`src/rtl/edge_cov_pkg.sv`:
```
package edge_cov_pkg;
  localparam int NUM_LIM  = 6;
  localparam int NUM_STG  = 5;
  localparam int VAL_W    = 32;
  localparam int FRAC_W   = 16;
  localparam int COV_W    = 8;
  localparam int DIM_W    = 11;
  localparam int ADDR_W   = 5;
  localparam int REG_BASE = 2;

  typedef logic signed [VAL_W-1:0] lim_val_t;
  typedef logic [COV_W-1:0]        cov_t;

  function automatic cov_t clip_cov(lim_val_t v, logic thr);
    cov_t r;
    if (thr)                            r = v[VAL_W-1] ? '0 : '1;
    else if (v[VAL_W-1])                r = '0;
    else if (v >= lim_val_t'(1 << FRAC_W)) r = '1;
    else                                r = v[FRAC_W-1 -: COV_W];
    return r;
  endfunction
endpackage

```
`src/rtl/edge_lim.sv`:
```
module edge_lim
  import edge_cov_pkg::*;
#(
  parameter int IDX = 0
) (
  input  logic              clk_i,
  input  logic              rst_ni,
  input  logic              wr_en_i,
  input  logic [ADDR_W-1:0] wr_addr_i,
  input  logic [VAL_W-1:0]  wr_data_i,
  input  logic              load_i,
  input  logic              step_x_i,
  input  logic              step_y_i,
  output lim_val_t          val_o
);
  localparam int A_ST = REG_BASE + 3 * IDX;

  lim_val_t st_q, dx_q, dy_q, row_q, cur_q;

  always_ff @(posedge clk_i or negedge rst_ni) begin
    if (!rst_ni) begin
      st_q <= '0; dx_q <= '0; dy_q <= '0;
    end else if (wr_en_i) begin
      if (wr_addr_i == ADDR_W'(A_ST))     st_q <= wr_data_i;
      if (wr_addr_i == ADDR_W'(A_ST + 1)) dx_q <= wr_data_i;
      if (wr_addr_i == ADDR_W'(A_ST + 2)) dy_q <= wr_data_i;
    end
  end

  always_ff @(posedge clk_i or negedge rst_ni) begin
    if (!rst_ni) begin
      row_q <= '0; cur_q <= '0;
    end else if (load_i) begin
      row_q <= st_q; cur_q <= st_q;
    end else if (step_y_i) begin
      row_q <= row_q + dy_q;
      cur_q <= row_q + dy_q;
    end else if (step_x_i) begin
      cur_q <= cur_q + dx_q;
    end
  end

  assign val_o = cur_q;
endmodule

```
`src/rtl/scan_ctrl.sv`:
```
module scan_ctrl
  import edge_cov_pkg::*;
(
  input  logic             clk_i,
  input  logic             rst_ni,
  input  logic             start_i,
  input  logic [DIM_W-1:0] wid_i,
  input  logic [DIM_W-1:0] hgt_i,
  output logic             load_o,
  output logic             step_x_o,
  output logic             step_y_o,
  output logic             busy_o,
  output logic             done_o,
  output logic [DIM_W-1:0] x_o,
  output logic [DIM_W-1:0] y_o
);
  typedef enum logic [1:0] {S_IDLE, S_RUN, S_DONE} st_e;
  st_e st_q;
  logic [DIM_W-1:0] wid_q, hgt_q;
  logic last_x, last_y, empty;

  assign empty  = (wid_i == '0) || (hgt_i == '0);
  assign last_x = (x_o == wid_q - 1'b1);
  assign last_y = (y_o == hgt_q - 1'b1);
  assign load_o   = (st_q == S_IDLE) && start_i;
  assign step_x_o = (st_q == S_RUN) && !last_x;
  assign step_y_o = (st_q == S_RUN) && last_x && !last_y;
  assign busy_o   = (st_q == S_RUN);
  assign done_o   = (st_q == S_DONE);

  always_ff @(posedge clk_i or negedge rst_ni) begin
    if (!rst_ni) begin
      st_q <= S_IDLE; wid_q <= '0; hgt_q <= '0; x_o <= '0; y_o <= '0;
    end else begin
      case (st_q)
        S_IDLE: if (start_i) begin
          wid_q <= wid_i; hgt_q <= hgt_i; x_o <= '0; y_o <= '0;
          st_q  <= empty ? S_DONE : S_RUN;
        end
        S_RUN: begin
          if (!last_x) x_o <= x_o + 1'b1;
          else begin
            x_o <= '0;
            if (last_y) st_q <= S_DONE;
            else        y_o  <= y_o + 1'b1;
          end
        end
        default: st_q <= S_IDLE;
      endcase
    end
  end
endmodule

```
`src/rtl/cov_tree.sv`:
```
module cov_tree
  import edge_cov_pkg::*;
(
  input  cov_t               cov_i [NUM_LIM],
  input  logic [NUM_LIM-1:0] en_i,
  input  logic [NUM_STG-1:0] sel_i,
  output cov_t               cov_o
);
  localparam int NUM_PAIR = NUM_LIM / 2;

  function automatic cov_t mm(cov_t a, cov_t b, logic use_max);
    if (use_max) return (a > b) ? a : b;
    return (a < b) ? a : b;
  endfunction

  cov_t pair_q [NUM_PAIR];

  for (genvar p = 0; p < NUM_PAIR; p++) begin : g_pair
    cov_t lo, hi, neutral;
    assign neutral = sel_i[p] ? '0 : '1;
    assign lo = en_i[2*p]   ? cov_i[2*p]   : neutral;
    assign hi = en_i[2*p+1] ? cov_i[2*p+1] : neutral;
    assign pair_q[p] = mm(lo, hi, sel_i[p]);
  end

  cov_t stage_c;
  assign stage_c = mm(pair_q[0], pair_q[1], sel_i[3]);
  assign cov_o   = mm(stage_c, pair_q[2], sel_i[4]);
endmodule

```
`src/rtl/edge_cov_eval.sv`:
```
module edge_cov_eval
  import edge_cov_pkg::*;
(
  input  logic              clk_i,
  input  logic              rst_ni,
  input  logic              wr_en_i,
  input  logic [ADDR_W-1:0] wr_addr_i,
  input  logic [VAL_W-1:0]  wr_data_i,
  input  logic              start_i,
  output logic              busy_o,
  output logic              done_o,
  output logic              pix_valid_o,
  output logic [DIM_W-1:0]  pix_x_o,
  output logic [DIM_W-1:0]  pix_y_o,
  output logic [COV_W-1:0]  pix_cov_o
);
  localparam int THR_LSB = NUM_LIM;
  localparam int SEL_LSB = 2 * NUM_LIM;
  localparam int HGT_LSB = 16;

  logic [NUM_LIM-1:0] en_q, thr_q;
  logic [NUM_STG-1:0] sel_q;
  logic [DIM_W-1:0]   wid_q, hgt_q;
  logic load, step_x, step_y;
  lim_val_t val [NUM_LIM];
  cov_t     cov [NUM_LIM];

  always_ff @(posedge clk_i or negedge rst_ni) begin
    if (!rst_ni) begin
      en_q <= '0; thr_q <= '0; sel_q <= '0; wid_q <= '0; hgt_q <= '0;
    end else if (wr_en_i) begin
      if (wr_addr_i == ADDR_W'(0)) begin
        en_q  <= wr_data_i[NUM_LIM-1:0];
        thr_q <= wr_data_i[THR_LSB +: NUM_LIM];
        sel_q <= wr_data_i[SEL_LSB +: NUM_STG];
      end
      if (wr_addr_i == ADDR_W'(1)) begin
        wid_q <= wr_data_i[DIM_W-1:0];
        hgt_q <= wr_data_i[HGT_LSB +: DIM_W];
      end
    end
  end

  scan_ctrl u_scan (
    .clk_i, .rst_ni, .start_i,
    .wid_i(wid_q), .hgt_i(hgt_q),
    .load_o(load), .step_x_o(step_x), .step_y_o(step_y),
    .busy_o, .done_o, .x_o(pix_x_o), .y_o(pix_y_o)
  );

  for (genvar i = 0; i < NUM_LIM; i++) begin : g_lim
    edge_lim #(.IDX(i)) u_lim (
      .clk_i, .rst_ni, .wr_en_i, .wr_addr_i, .wr_data_i,
      .load_i(load), .step_x_i(step_x), .step_y_i(step_y),
      .val_o(val[i])
    );
    assign cov[i] = clip_cov(val[i], thr_q[i]);
  end

  cov_tree u_tree (.cov_i(cov), .en_i(en_q), .sel_i(sel_q), .cov_o(pix_cov_o));

  assign pix_valid_o = busy_o;
endmodule

```
`config.mk`:
```
export PLATFORM = sky130hd
export DESIGN_NAME = edge_cov_eval
export DESIGN_NICKNAME = d
export VERILOG_FILES = /design/src/rtl/edge_cov_pkg.sv /design/src/rtl/edge_lim.sv /design/src/rtl/scan_ctrl.sv /design/src/rtl/cov_tree.sv /design/src/rtl/edge_cov_eval.sv
export SDC_FILE = /design/constraint.sdc
export NUM_CORES = 2
export LEC_CHECK = 0
export ABC_CLOCK_PERIOD_IN_PS = 7200
export BUFFER_PORTS_ARGS = -buffer_cell sky130_fd_sc_hd__clkbuf_2
export CAP_MARGIN = 20
export CORE_UTILIZATION = 58
export DETAILED_ROUTE_END_ITERATION = 10
export PLACE_DENSITY = 0.86
export SKIP_CTS_REPAIR_TIMING = 1
export SYNTH_ARGS = -nofsm -noshare
export SYNTH_HDL_FRONTEND = slang
export SYNTH_SLANG_ARGS = --single-unit
```
`constraint.sdc`:
```
create_clock -name clk_i -period 7.2 [get_ports clk_i]
set_input_delay 0.36 -clock clk_i [delete_from_list [all_inputs] [get_ports clk_i]]
set_output_delay 0.36 -clock clk_i [all_outputs]
set_load 0.005 [all_outputs]
```
# [Word-level counts from Yosys, hierarchy flattened]
# Cells that the tools add are included.
[op_classes] n_reduce_logical=38 add_sub_neg=16 eq_ne=27 n_lt_le_gt_ge=16 n_mux=99
[op_table] operator="two-way mux 32 bit" count=30
[op_table] operator="two-way mux 8 bit" count=53
[op_table] operator="adder 32 bit" count=12
[op_table] operator=">= comparator 32 x 18 -> 1 bit (second input constant)" count=6
[op_table] operator="two-way mux 11 bit" count=4
[op_table] operator="case mux 11 bit (2 select lines)" count=2
[op_table] operator="AND reduction 2 bit" count=22
[op_table] operator="== test 5 x 4 -> 1 bit (second input constant)" count=8
[op_table] operator="> comparator 8 bit" count=5
[op_table] operator="< comparator 8 bit" count=5
[op_table] operator="adder 11 x 1 -> 11 bit (second input constant)" count=2
[op_table] operator="== test 11 bit" count=2
[op_table] operator="zero test 11 bit" count=2
[op_table] operator="subtractor 11 x 1 -> 11 bit (second input constant)" count=2
[op_table] operator="== test 5 x 3 -> 1 bit (second input constant)" count=4
[op_table] operator="== test 5 bit (second input constant)" count=4
[op_table] operator="== test 5 x 2 -> 1 bit (second input constant)" count=2
[op_table] operator="two-way mux 2 bit" count=4
[op_table] operator="== test 5 x 1 -> 1 bit (second input constant)" count=1
[op_table] operator="zero test 5 bit" count=1
[op_table] operator="two-way mux 1 bit" count=5
[op_table] operator="logical AND 1 bit" count=4
[op_table] operator="inequality test 2 x 1 -> 1 bit (second input constant)" count=2
[op_table] operator="inequality test 2 bit (second input constant)" count=2
[op_table] operator="other kinds (10)" count=12
[totals] in_bits=41 reg_bits=1045 output_inout_bits=33

# [Longest topological paths before layout]
[logic_depth] word_depth=17 ltp_mapped=38 ltp_nobuf=35

# [Hierarchy]
# A second synthesis with hierarchy kept.
[unflattened] hier_cells=6530 hier_area_um2=65261.3
[by_module_without_submodules] mod="edge_lim (g_lim[5].u_lim)" area_each_um2=9788.1 instances=1 cells_each=973 seq_area_each_um2=4003.8
[by_module_without_submodules] mod="edge_lim (g_lim[4].u_lim)" area_each_um2=9763.1 instances=1 cells_each=971 seq_area_each_um2=4003.8
[by_module_without_submodules] mod="edge_lim (g_lim[0].u_lim)" area_each_um2=9580.4 instances=1 cells_each=937 seq_area_each_um2=4003.8
[by_module_without_submodules] mod="edge_lim (g_lim[2].u_lim)" area_each_um2=9484.1 instances=1 cells_each=900 seq_area_each_um2=4003.8
[by_module_without_submodules] mod="edge_lim (g_lim[3].u_lim)" area_each_um2=9452.8 instances=1 cells_each=908 seq_area_each_um2=4003.8
[by_module_without_submodules] mod="edge_lim (g_lim[1].u_lim)" area_each_um2=9332.7 instances=1 cells_each=899 seq_area_each_um2=4003.8
[by_module_without_submodules] mod="scan_ctrl" area_each_um2=2956.6 instances=1 cells_each=341 seq_area_each_um2=1151.1
[by_module_without_submodules] mod="cov_tree" area_each_um2=2615.0 instances=1 cells_each=378 seq_area_each_um2=0.0
[by_module_without_submodules] mod="edge_cov_eval" area_each_um2=2288.4 instances=1 cells_each=223 seq_area_each_um2=975.9

# [Worst setup path after synthesis]
# OpenSTA, ideal clock, no wires.
[synth_path] path_kind="register to output" from="register g_lim[3].u_lim.cur_q[22]" to="output pix_cov_o[4]" required_ns=6.840 t_arrival_ns=6.958 path_slack_ns=-0.118 path_stages_with_launch=35 cell_sequence="dfrtp_1 -> nor4_1 -> a41oi_1 -> or2_2 -> clkbuf_1 -> o21ai_0 -> o21a_1 -> ha_1 -> nor2b_1 -> o21ai_0 -> nand2b_1 -> a21oi_1 -> nor2_1 -> a211oi_2 -> nor2b_1 -> clkbuf_1 -> a221oi_1 -> a21oi_1 -> ha_1 -> nor2b_1 -> o21a_1 -> o21a_1 -> o21ai_0 -> nand2_1 -> mux2i_1 -> mux2i_1 -> ha_1 -> nor2b_1 -> o21a_1 -> o21a_1 -> o21ai_0 -> nand2_1 -> mux2i_1 -> clkbuf_1 -> mux2i_1"
[synth_between] elab_chain_len=17
[synth_rtl] item="start: declaration" line_no="edge_lim.sv:18" rtl="lim_val_t st_q, dx_q, dy_q, row_q, cur_q;"
[synth_rtl] item="start signal: assignment" line_no="edge_lim.sv:34" rtl="row_q <= st_q; cur_q <= st_q;"
[synth_rtl] item="start signal: assignment" line_no="edge_lim.sv:37" rtl="cur_q <= row_q + dy_q;"
[synth_rtl] item="start signal: assignment" line_no="edge_lim.sv:39" rtl="cur_q <= cur_q + dx_q;"
[synth_rtl] item=">= comparator 32 x 18 -> 1 bit *" line_no="edge_cov_pkg.sv:18" rtl="else if (v >= lim_val_t'(1 << FRAC_W)) r = '1;"
[synth_rtl] item="two-way mux 8 bit *" line_no="edge_cov_pkg.sv:18"
[synth_rtl] item="two-way mux 8 bit *" line_no="edge_cov_pkg.sv:17" rtl="else if (v[VAL_W-1]) r = '0;"
[synth_rtl] item="two-way mux 8 bit *" line_no="edge_cov_pkg.sv:16" rtl="if (thr) r = v[VAL_W-1] ? '0 : '1;"
[synth_rtl] item="two-way mux 8 bit *" line_no="cov_tree.sv:22" rtl="assign hi = en_i[2*p+1] ? cov_i[2*p+1] : neutral;"
[synth_rtl] item="> comparator 8 bit" line_no="cov_tree.sv:12" rtl="if (use_max) return (a > b) ? a : b;"
[synth_rtl] item="two-way mux 8 bit (2 in a row)" line_no="cov_tree.sv:12"
[synth_rtl] item="two-way mux 8 bit *" line_no="cov_tree.sv:13" rtl="return (a < b) ? a : b;"
[synth_rtl] item="> comparator 8 bit" line_no="cov_tree.sv:12"
[synth_rtl] item="two-way mux 8 bit (2 in a row)" line_no="cov_tree.sv:12"
[synth_rtl] item="two-way mux 8 bit *" line_no="cov_tree.sv:13"
[synth_rtl] item="> comparator 8 bit" line_no="cov_tree.sv:12"
[synth_rtl] item="two-way mux 8 bit (2 in a row)" line_no="cov_tree.sv:12"
[synth_rtl] item="two-way mux 8 bit *" line_no="cov_tree.sv:13"
[synth_rtl] item="end: declaration" line_no="edge_cov_eval.sv:15" rtl="output logic [COV_W-1:0] pix_cov_o"
# Mark *: on every way between the ends. The rest lies on a longest branch, timed or not. The select of a mux whose other input is x is not followed.

# [Final worst setup path]
[layout_path] from="register g_lim[0].u_lim.cur_q[24]" to="output pix_cov_o[3]"
[layout_between] elab_chain_len=17
[layout_rtl] item="start: declaration" line_no="edge_lim.sv:18"
[layout_rtl] item="start signal: assignment" line_no="edge_lim.sv:34"
[layout_rtl] item="start signal: assignment" line_no="edge_lim.sv:37"
[layout_rtl] item="start signal: assignment" line_no="edge_lim.sv:39"
[layout_rtl] item=">= comparator 32 x 18 -> 1 bit *" line_no="edge_cov_pkg.sv:18"
[layout_rtl] item="two-way mux 8 bit *" line_no="edge_cov_pkg.sv:18"
[layout_rtl] item="two-way mux 8 bit *" line_no="edge_cov_pkg.sv:17"
[layout_rtl] item="two-way mux 8 bit *" line_no="edge_cov_pkg.sv:16"
[layout_rtl] item="two-way mux 8 bit *" line_no="cov_tree.sv:21" rtl="assign lo = en_i[2*p] ? cov_i[2*p] : neutral;"
[layout_rtl] item="> comparator 8 bit" line_no="cov_tree.sv:12"
[layout_rtl] item="two-way mux 8 bit (2 in a row)" line_no="cov_tree.sv:12"
[layout_rtl] item="two-way mux 8 bit *" line_no="cov_tree.sv:13"
[layout_rtl] item="> comparator 8 bit" line_no="cov_tree.sv:12"
[layout_rtl] item="two-way mux 8 bit (2 in a row)" line_no="cov_tree.sv:12"
[layout_rtl] item="two-way mux 8 bit *" line_no="cov_tree.sv:13"
[layout_rtl] item="> comparator 8 bit" line_no="cov_tree.sv:12"
[layout_rtl] item="two-way mux 8 bit (2 in a row)" line_no="cov_tree.sv:12"
[layout_rtl] item="two-way mux 8 bit *" line_no="cov_tree.sv:13"
# Marks and branches as above.

==> run metrics <==
initial antenna violation count=27; CP endpoint kind=output port; Synth area leaders=dfrtp_1 (42%), mux2_2 (11%), ha_1 (8.4%), nand2_1 (4.5%), xnor2_1 (3.2%); most common cell after layout, fill and taps aside=dfrtp_1; DRC=16; Die Width=approximately 330 µm; layout cells sized above 1=0.188; worst path required time=around 7 ns; Setup TNS=-3.48 ns; CP top delay family=compound AO/OA/AOI/OAI gates; failing checks=DRC, hold timing, setup timing; clock sink count=roughly 1000; Layout Utilization=0.653; most frequent cells in the layout=dfrtp_1 (1045), nand2_1 (742), mux2_2 (612); CTS Root Cell=clkbuf_16; Final period util=1.07; Seq/Total Area, Yosys=0.421; Slew Limit Fails=0; clk_skew=around 0.036 ns; Clk pin slew, worst setup/hold paths=roughly 0.06 ns; gr ovfl total=0; EDFF count, synth=0; register bit total from synthesis=around 1000; Hold Slack=-0.0252 ns; CTS tree=yes; placer's final routability congestion estimate=0.936; Synth warnings=0; Die ar.=0.108 mm²; asr flop ratio synth=1.00; worst setup path class=reg -> out; H-tree depth=3; Nets=about 6800; Max-cap violations=0; vias per cell=approximately 6.5; PwrDens=~450 mW/mm²; Layout area overhead=11.2%; Via Count=a little over 50000; FP Rows=between 100 and 150; number of unique standard cell types used by synthesis=97; wire per inst=roughly 23 µm; Core ar.=between 0.1 and 0.15 mm²; Worst-Skew Late Latency=between 0.7 and 0.8 ns; status=finished, violations left; CP max stage delay=0.40 ns; syn_area_per_cell=9.93 µm²; HP Class=in -> reg; global-route wire length before repair=282 mm; Worst VDD drop=approximately 400 µV; Yosys top cell area share=0.421; WP buf/inv=10; vias in the first global route=50473; total wire length=approximately 180 mm; crit path DAT=7.32 ns; buffer depth of the longest clock path=3; hpwl dp=approximately 120 mm; largest net degree at the start of global routing=174; CTS Buf Count=~110; Total GRT Usage=0.331; Rel. slew slack=0.168; Final WS setup=-0.476 ns; Final min period=~7.7 ns; die height=approximately 330 µm; CP max stage cell=dfrtp_1; Fin. Hold Viols=2; Synth Cell Area=just over 0.06 mm²; critical path startpoint category=register; Worst Tran Pin Value=1.25 ns; input/output buffers=73; Final ANT Viol Nets=0; endpoints failing setup=8; crit path max fanout=8; Design Power=between 30 and 40 mW; syn_nets=6725; unrepaired setup endpoints after global routing=yes; initial core utilization=0.588; DRT Pass-1 Iters=11; fmax=0.130 GHz; 1st-iter DRT viols=5084; cell taking the most area after synthesis=dfrtp_1; Leakage Power=33.3 nW; Mapped Cells=6256; IO Pins=74; Most used DFF post-synth=dfrtp_1
[layer usage]
layer | vias to the layer above | GRT usage | wire, µm
li1 | 22811 | - | -
met1 | 24911 | 0.424 | 71100
met2 | 2382 | 0.523 | 82400
met3 | 612 | 0.0656 | 16200
met4 | 20 | 0.189 | 11000
met5 | - | 0 | 155
[stage by stage]
stage / setup slack, ns / instance area, µm² / instances
finish: -0.476 / 69100 / 7819
global route: -0.786 / 69000 / 7806
CTS: -1.17 / 68400 / 7795
detailed placement: -0.341 / 64500 / 7588
global placement: -0.297 / 64500 / 7588
floorplan: 0.0259 / 62100 / 6256
[synthesized netlist by cell type (41+ instances only)]
library cell and instances:
nand2_1 744, xor2_1 113, nor3_1 91, o211ai_1 47, xnor2_1 226, nor2b_1 67, a21o_1 207, and3_1 43
a22oi_1 159, inv_1 138, nor2_1 423, clkbuf_1 179, dfrtp_1 1045, o21a_1 99, mux2_2 614, buf_1 57
a211oi_1 42, buf_2 57, nand4_1 41, o21bai_1 45, nand2b_1 61, a31oi_1 182, a21oi_1 367, ha_1 416
o21ai_0 254, nand3_1 89
[area by class of cell]
cell class | instances | area (µm²)
Inverter | 138 | 518
Fill cell | 7861 | 36700
Clock buffer | 145 | 3140
Clock inverter | 62 | 832
Timing Repair Buffer | 256 | 1950
Multi-Input combinational cell | 4769 | 34700
Tap cell | 1391 | 1740
Antenna cell | 13 | 32.5
Sequential cell | 1045 | 26200
[worst paths after layout]
check	from	to	slack (ns)	cells past startpoint
max in group asynchronous	rst_ni	g_lim[4].u_lim.row_q[30]	4.91	4
worst min-delay path	start_i	u_scan.st_q[0]	-0.03	2
worst max register to register	u_scan.hgt_q[0]	g_lim[2].u_lim.val_o[29]	2.56	12
worst max-delay path	g_lim[0].u_lim.val_o[24]	pix_cov_o[3]	-0.48	37
min in group asynchronous	rst_ni	g_lim[5].u_lim.row_q[0]	0.24	2
worst min register to register	wid_q[3]	u_scan.wid_q[3]	0.48	2
[registers in the layout (all words and copies together), names as in the netlist]
register	count
g_lim.u_lim.dx_q	192
g_lim.u_lim.dy_q	192
g_lim.u_lim.row_q	192
g_lim.u_lim.st_q	192
g_lim.u_lim.val_o	192
hgt_q	11
u_scan.hgt_q	11
u_scan.wid_q	11
u_scan.x_o	11
u_scan.y_o	11
wid_q	11
en_q	6
thr_q	6
sel_q	5
u_scan.st_q	2
[cell families after synthesis]
group | after synthesis | share of synthesized area
AND/OR/NAND/NOR | 1735 | 0.126
buffers and inverters | 442 | 0.0288
AO/OA/AOI/OAI | 1617 | 0.171
adder cells (fa/ha/maj) | 428 | 0.0877
XOR/XNOR | 339 | 0.0478
multiplexers | 650 | 0.117
flip-flops | 1045 | 0.421
[report_power, final]
group / internal [mW] / switching [mW]
Combinational: 7.11 / 9.07
Sequential: 7.58 / 1.28
Clock: 3.72 / 2.52
(Power assumes the default switching activity.)
